--- src/rtl/pm_seq_pkg.sv ---
package pm_seq_pkg;
  typedef enum logic [1:0] {
    PM_RUN    = 2'd0,
    PM_IDLE   = 2'd1,
    PM_SLEEP  = 2'd2,
    PM_SETTLE = 2'd3
  } pm_state_e;

  typedef enum logic [1:0] {
    WK_NONE   = 2'd0,
    WK_VECTOR = 2'd1,
    WK_RESUME = 2'd2
  } wake_act_e;
endpackage

--- src/rtl/pm_wake_detect.sv ---
module pm_wake_detect
  import pm_seq_pkg::*;
#(
  parameter int N_IRQ = 8
) (
  input  logic [N_IRQ-1:0] irq_flag_i,
  input  logic [N_IRQ-1:0] irq_en_i,
  input  logic             gie_i,
  input  logic             rst_req_i,
  input  logic             wdt_to_i,
  output logic             wake_o,
  output wake_act_e        act_o
);
  logic [N_IRQ-1:0] hit;

  for (genvar i = 0; i < N_IRQ; i++) begin : g_mask
    assign hit[i] = irq_flag_i[i] & irq_en_i[i];
  end

  logic irq_wake;
  assign irq_wake = |hit;
  assign wake_o   = irq_wake | rst_req_i | wdt_to_i;

  always_comb begin
    if (!wake_o)              act_o = WK_NONE;
    else if (irq_wake && gie_i) act_o = WK_VECTOR;
    else                      act_o = WK_RESUME;
  end
endmodule

--- src/rtl/pm_settle_timer.sv ---
module pm_settle_timer #(
  parameter int CYC = 4
) (
  input  logic clk_i,
  input  logic rst_ni,
  input  logic start_i,
  output logic done_o
);
  localparam int CW = (CYC > 1) ? $clog2(CYC) : 1;

  logic [CW-1:0] cnt_q;
  logic          act_q;

  always_ff @(posedge clk_i or negedge rst_ni) begin
    if (!rst_ni) begin
      cnt_q <= '0;
      act_q <= 1'b0;
    end else if (start_i) begin
      cnt_q <= CW'(CYC - 1);
      act_q <= 1'b1;
    end else if (act_q) begin
      if (cnt_q == '0) act_q <= 1'b0;
      else             cnt_q <= cnt_q - 1'b1;
    end
  end

  assign done_o = act_q && (cnt_q == '0);
endmodule

--- src/rtl/pm_osc_stab.sv ---
module pm_osc_stab #(
  parameter int CYC = 16
) (
  input  logic clk_i,
  input  logic rst_ni,
  input  logic on_i,
  output logic stable_o
);
  localparam int CW = (CYC > 1) ? $clog2(CYC) : 1;

  logic [CW-1:0] cnt_q;
  logic          stable_q;

  always_ff @(posedge clk_i or negedge rst_ni) begin
    if (!rst_ni) begin
      cnt_q    <= '0;
      stable_q <= 1'b0;
    end else if (!on_i) begin
      cnt_q    <= '0;
      stable_q <= 1'b0;
    end else if (!stable_q) begin
      if (cnt_q == CW'(CYC - 1)) stable_q <= 1'b1;
      else                       cnt_q    <= cnt_q + 1'b1;
    end
  end

  assign stable_o = stable_q;
endmodule

--- src/rtl/pm_sequencer.sv ---
module pm_sequencer
  import pm_seq_pkg::*;
#(
  parameter int N_IRQ      = 8,
  parameter int FREQ_W     = 3,
  parameter int SETTLE_CYC = 4,
  parameter int STAB_CYC   = 16
) (
  input  logic              clk_i,
  input  logic              rst_ni,
  input  logic              sleep_i,
  input  logic              idle_en_i,
  input  logic [1:0]        clk_sel_i,
  input  logic [FREQ_W-1:0] osc_freq_i,
  input  logic              int_src_i,
  input  logic [N_IRQ-1:0]  irq_flag_i,
  input  logic [N_IRQ-1:0]  irq_en_i,
  input  logic              gie_i,
  input  logic              rst_req_i,
  input  logic              wdt_to_i,
  input  logic              pri_rdy_i,
  output logic              cpu_clk_en_o,
  output logic              per_clk_en_o,
  output logic              pri_osc_en_o,
  output logic              pri_stable_o,
  output logic              int_stable_o,
  output logic              vector_o,
  output logic              resume_o
);
  pm_state_e state_q, state_d;
  wake_act_e wk_act, act_q;
  logic      wake, settle_start, settle_done;
  logic      vec_q, res_q, pri_st_q, int_on;

  pm_wake_detect #(.N_IRQ(N_IRQ)) u_wake (
    .irq_flag_i (irq_flag_i),
    .irq_en_i   (irq_en_i),
    .gie_i      (gie_i),
    .rst_req_i  (rst_req_i),
    .wdt_to_i   (wdt_to_i),
    .wake_o     (wake),
    .act_o      (wk_act)
  );

  pm_settle_timer #(.CYC(SETTLE_CYC)) u_settle (
    .clk_i   (clk_i),
    .rst_ni  (rst_ni),
    .start_i (settle_start),
    .done_o  (settle_done)
  );

  // sleep stops the internal path too; idle keeps it alive
  assign int_on = ((|osc_freq_i) || int_src_i) && (state_q != PM_SLEEP);

  pm_osc_stab #(.CYC(STAB_CYC)) u_stab (
    .clk_i    (clk_i),
    .rst_ni   (rst_ni),
    .on_i     (int_on),
    .stable_o (int_stable_o)
  );

  always_comb begin
    state_d      = state_q;
    settle_start = 1'b0;
    unique case (state_q)
      PM_RUN:    if (sleep_i) state_d = idle_en_i ? PM_IDLE : PM_SLEEP;
      PM_IDLE,
      PM_SLEEP:  if (wake) begin
                   state_d      = PM_SETTLE;
                   settle_start = 1'b1;
                 end
      PM_SETTLE: if (settle_done) state_d = PM_RUN;
      default:   state_d = PM_RUN;
    endcase
  end

  always_ff @(posedge clk_i or negedge rst_ni) begin
    if (!rst_ni) begin
      state_q  <= PM_RUN;
      act_q    <= WK_NONE;
      vec_q    <= 1'b0;
      res_q    <= 1'b0;
      pri_st_q <= 1'b0;
    end else begin
      state_q  <= state_d;
      if (settle_start) act_q <= wk_act;
      vec_q    <= (state_q == PM_SETTLE) && settle_done && (act_q == WK_VECTOR);
      res_q    <= (state_q == PM_SETTLE) && settle_done && (act_q == WK_RESUME);
      pri_st_q <= pri_osc_en_o && pri_rdy_i;
    end
  end

  assign cpu_clk_en_o = (state_q == PM_RUN);
  assign per_clk_en_o = (state_q != PM_SLEEP);
  assign pri_osc_en_o = !clk_sel_i[1] && (state_q != PM_SLEEP);
  assign pri_stable_o = pri_st_q;
  assign vector_o     = vec_q;
  assign resume_o     = res_q;
endmodule

--- config.mk ---
export PLATFORM = sky130hd
export DESIGN_NAME = pm_sequencer
export DESIGN_NICKNAME = d
export VERILOG_FILES = /design/src/rtl/pm_seq_pkg.sv /design/src/rtl/pm_wake_detect.sv /design/src/rtl/pm_settle_timer.sv /design/src/rtl/pm_osc_stab.sv /design/src/rtl/pm_sequencer.sv
export SDC_FILE = /design/constraint.sdc
export NUM_CORES = 1
export LEC_CHECK = 0
export ABC_CLOCK_PERIOD_IN_PS = 1300
export BUFFER_PORTS_ARGS = -buffer_cell sky130_fd_sc_hd__buf_2
export CORE_MARGIN = 4
export CORE_UTILIZATION = 41
export CTS_CLUSTER_DIAMETER = 80
export CTS_CLUSTER_SIZE = 8
export DETAILED_ROUTE_END_ITERATION = 8
export GPL_ROUTABILITY_DRIVEN = 0
export PLACE_DENSITY_LB_ADDON = 0.1
export REMOVE_ABC_BUFFERS = 1
export SETUP_SLACK_MARGIN = 0.15
export SLEW_MARGIN = 20
export SYNTH_ARGS = -nofsm -noshare
export SYNTH_HDL_FRONTEND = slang
export SYNTH_SLANG_ARGS = --single-unit
--- constraint.sdc ---
create_clock -name clk_i -period 1.3 [get_ports clk_i]
set_input_delay 0.13 -clock clk_i [delete_from_list [all_inputs] [get_ports clk_i]]
set_output_delay 0.13 -clock clk_i [all_outputs]
set_load 0.05 [all_outputs]
==> flow_metrics.tcl <==
set metrics [dict create \
    hpwl_microns 1500 \
    powerDensity_mw_per_mm2 2340 \
    grt.overflow.total 0 \
    track_usage 0.189 \
    synth_top_area_frac 0.458 \
    die_area_sq_mm 0.00278 \
    crit_start "state_q[1]$_DFFE_PN0P_" \
    yosys.area.top_type "dfrtp_1" \
    dr.first_iter.drc_count 5 \
    finalCritPeriodShare 1.08 \
    reg2reg_from "state_q[1]$_DFFE_PN0P_" \
    min_path_type "input port to flop" \
    vias_per_cell 4.96 \
    path_max_fanout 3 \
    ys_seq_area_frac 0.458 \
    yosys-top-cells-area "dfrtp_1, ha_1, a22oi_2" \
    io_buffer_count 35 \
    drt_pass1_iterations 4 \
    synth.avg_cell_area_sq_um 10.8 \
    place_ws_ns -0.0995 \
    synthArstFlopShare 1.00 \
    cts.clk_slew.worst_paths_ns 0.10 \
    fillers 131 \
    r2r_end "state_q[1]$_DFFE_PN0P_" \
    drv_cap 0 \
    syn-cell-area_sq_um 820 \
    critPathArrivalTime_ns 1.27 \
    tightest_slew_ns 0.580 \
    antenna_found_initial 0 \
    crit_path_end_kind "primary output" \
    die_y_microns 52.7 \
    yosysWarnings 0 \
    synth-seq-cells 15 \
    core.rowCount 15 \
    critPathKind "flop to primary output" \
    grt_max_degree 16 \
    numCtsBuffers 3 \
    drv_slew 0 \
    start_kind "flop" \
    netlist_instances 76 \
    fin_nets 170 \
    core_area_sq_mm 0.00180 \
    vias 788 \
    grt_pass1_wl_microns 3750 \
    leakage_nw 0.662 \
    drt-wirelength-per-cell_microns 14.3 \
    fmax_ghz 0.715 \
    layout-area-overhead-vs-synth_pct 70.1 \
    synth.most_common_cell "dfrtp_1" \
    initial_core_util 0.455 \
    synth_edf_count 0 \
    setup_viol 5 \
    grt_setup_unrepaired "yes" \
    period_needed_ns 1.40 \
    cts.htree.levels 1 \
    violations "setup timing" \
    ir_drop_mv 1.42 \
    clock_path_buffers 2 \
    clkLatencyLatePin_ns 0.29 \
    rrSetupSlack_ns -0.09 \
    stdcell_area_sq_mm 0.00139 \
    relSlewSlack 0.609 \
    synth_common_cells "dfrtp_1, inv_1, nor2_1, nand2_1, ha_1" \
    layoutNonFillerInstCount 159 \
    antenna_left 0 \
    status "complete, but fails checks" \
    drc_errors 0 \
    power_mw 3.26 \
    hold_violations 0 \
    dpl.cell_count 148 \
    ios 37 \
    ys_types 29 \
    diodes 0 \
    fin_util 0.774 \
    clock_sinks 15 \
    grt_pass1_vias 873 \
    cts-root-buf "clkbuf_4" \
    cts_tree "yes" \
    endpoint "pri_osc_en_o" \
    drive_above_1_share 0.634 \
    finClkSkew_ns 0.00120 \
    die_w_microns 52.7 \
    placedInstanceArea_sq_mm 0.00112 \
    ff2ff_path_depth 5 \
    fin_ws_ns -0.0992 \
    drt-total-wl_microns 2280 \
    required_ns 1.17 \
    synthFlopType "dfrtp_1" \
]
==> sequential cells by signal, summed over array words and instances, names as in the netlist <==
name and count:
pri_stable_o 1, u_stab.cnt_q 4, state_q 2, resume_o 1, u_settle.cnt_q 2, vector_o 1
act_q 2, u_settle.act_q 1, u_stab.stable_o 1
==> final cells by class <==
class	instances	area, sq um	share of cell area
clock buffer	3	22.5	0.0162
clock inverter	1	7.51	0.00539
inverter	7	26.3	0.0189
multi-input combinational	54	554	0.398
sequential	15	375	0.269
tap	25	31.3	0.0224
timing repair buffer	54	377	0.270
==> worst min path at each step <==
stage	start	to	slack, ns	cells after the start
final	gie_i	act_q[1]$_DFFE_PN0P_	0.04	2
after global routing	gie_i	act_q[1]$_DFFE_PN0P_	0.05	2
after CTS	gie_i	act_q[1]$_DFFE_PN0P_	0.03	2
after detailed placement	rst_ni	u_stab.cnt_q[2]$_DFFE_PN0P_	0.06	1
after global placement	rst_ni	pri_stable_o$_DFF_PN0_	0.05	1
after floorplan	rst_ni	act_q[0]$_DFFE_PN0P_	-0.17	0
==> critical path, stage by stage (launching register included) <==
cell     delay, ns
dfrtp_1       0.42
buf_6         0.15
ha_4          0.17
nor2_4        0.10
buf_8         0.15
==> stage by stage <==
| step | TNS [ns] | hold WS, ns |
|---|---|---|
| 6_report | -0.340 | 0.0407 |
| 5_1_grt | -0.786 | 0.0455 |
| 4_1_cts | -0.205 | 0.0309 |
| 3_5_place_dp | -0.175 | 0.0563 |
| 3_3_place_gp | -0.0779 | 0.0515 |
| 2_1_floorplan | -1.16 | -0.166 |
==> cells by family after synthesis <==
group,share of synthesized area
flops,0.458
compound gates,0.211
xor+xnor,0.0428
buf+inv,0.0321
fa+ha+maj,0.0763
simple gates,0.168
mux,0.0122
==> routing by layer <==
| metal | global-route usage | up-vias | routed length, microns |
|---|---|---|---|
| met5 | 0 | - | 0 |
| met4 | 0.0553 | 0 | 84 |
| met3 | 0.0570 | 8 | 109 |
| met2 | 0.376 | 23 | 1280 |
| met1 | 0.180 | 366 | 807 |
| li1 | - | 391 | - |
==> report_power, final <==
part	switching [mW]	total (mW)	internal, mW
logic	1.03	2.20	1.17
registers	0.143	0.787	0.644
clock network	0.162	0.279	0.117
total	1.33	3.26	1.93
==> layout by cell type, fill, tap and decap left out, types with 2 or more instances in the layout <==
master and n:
nand2_1 5, buf_2 32, buf_8 3, a21oi_1 2, inv_2 3, dfrtp_1 15
xor2_1 2, clkbuf_4 3, nor2_1 5, ha_4 4, nand2_2 3, inv_1 4
nor2b_1 2, a22oi_2 3, buf_6 7, buf_4 11, nand3_1 2
==> repair_timing <==
action | 4_1_cts | 5_1_grt
gates resized for setup | 27 | 15
hold endpoints to repair | 15 | 0
setup buffers | 4 | 2
cloned | 0 | 0
hold buffers | 1 | 0
pin swaps | 5 | 4
setup endpoints to repair | 15 | 17
(Power assumes the default switching activity.)
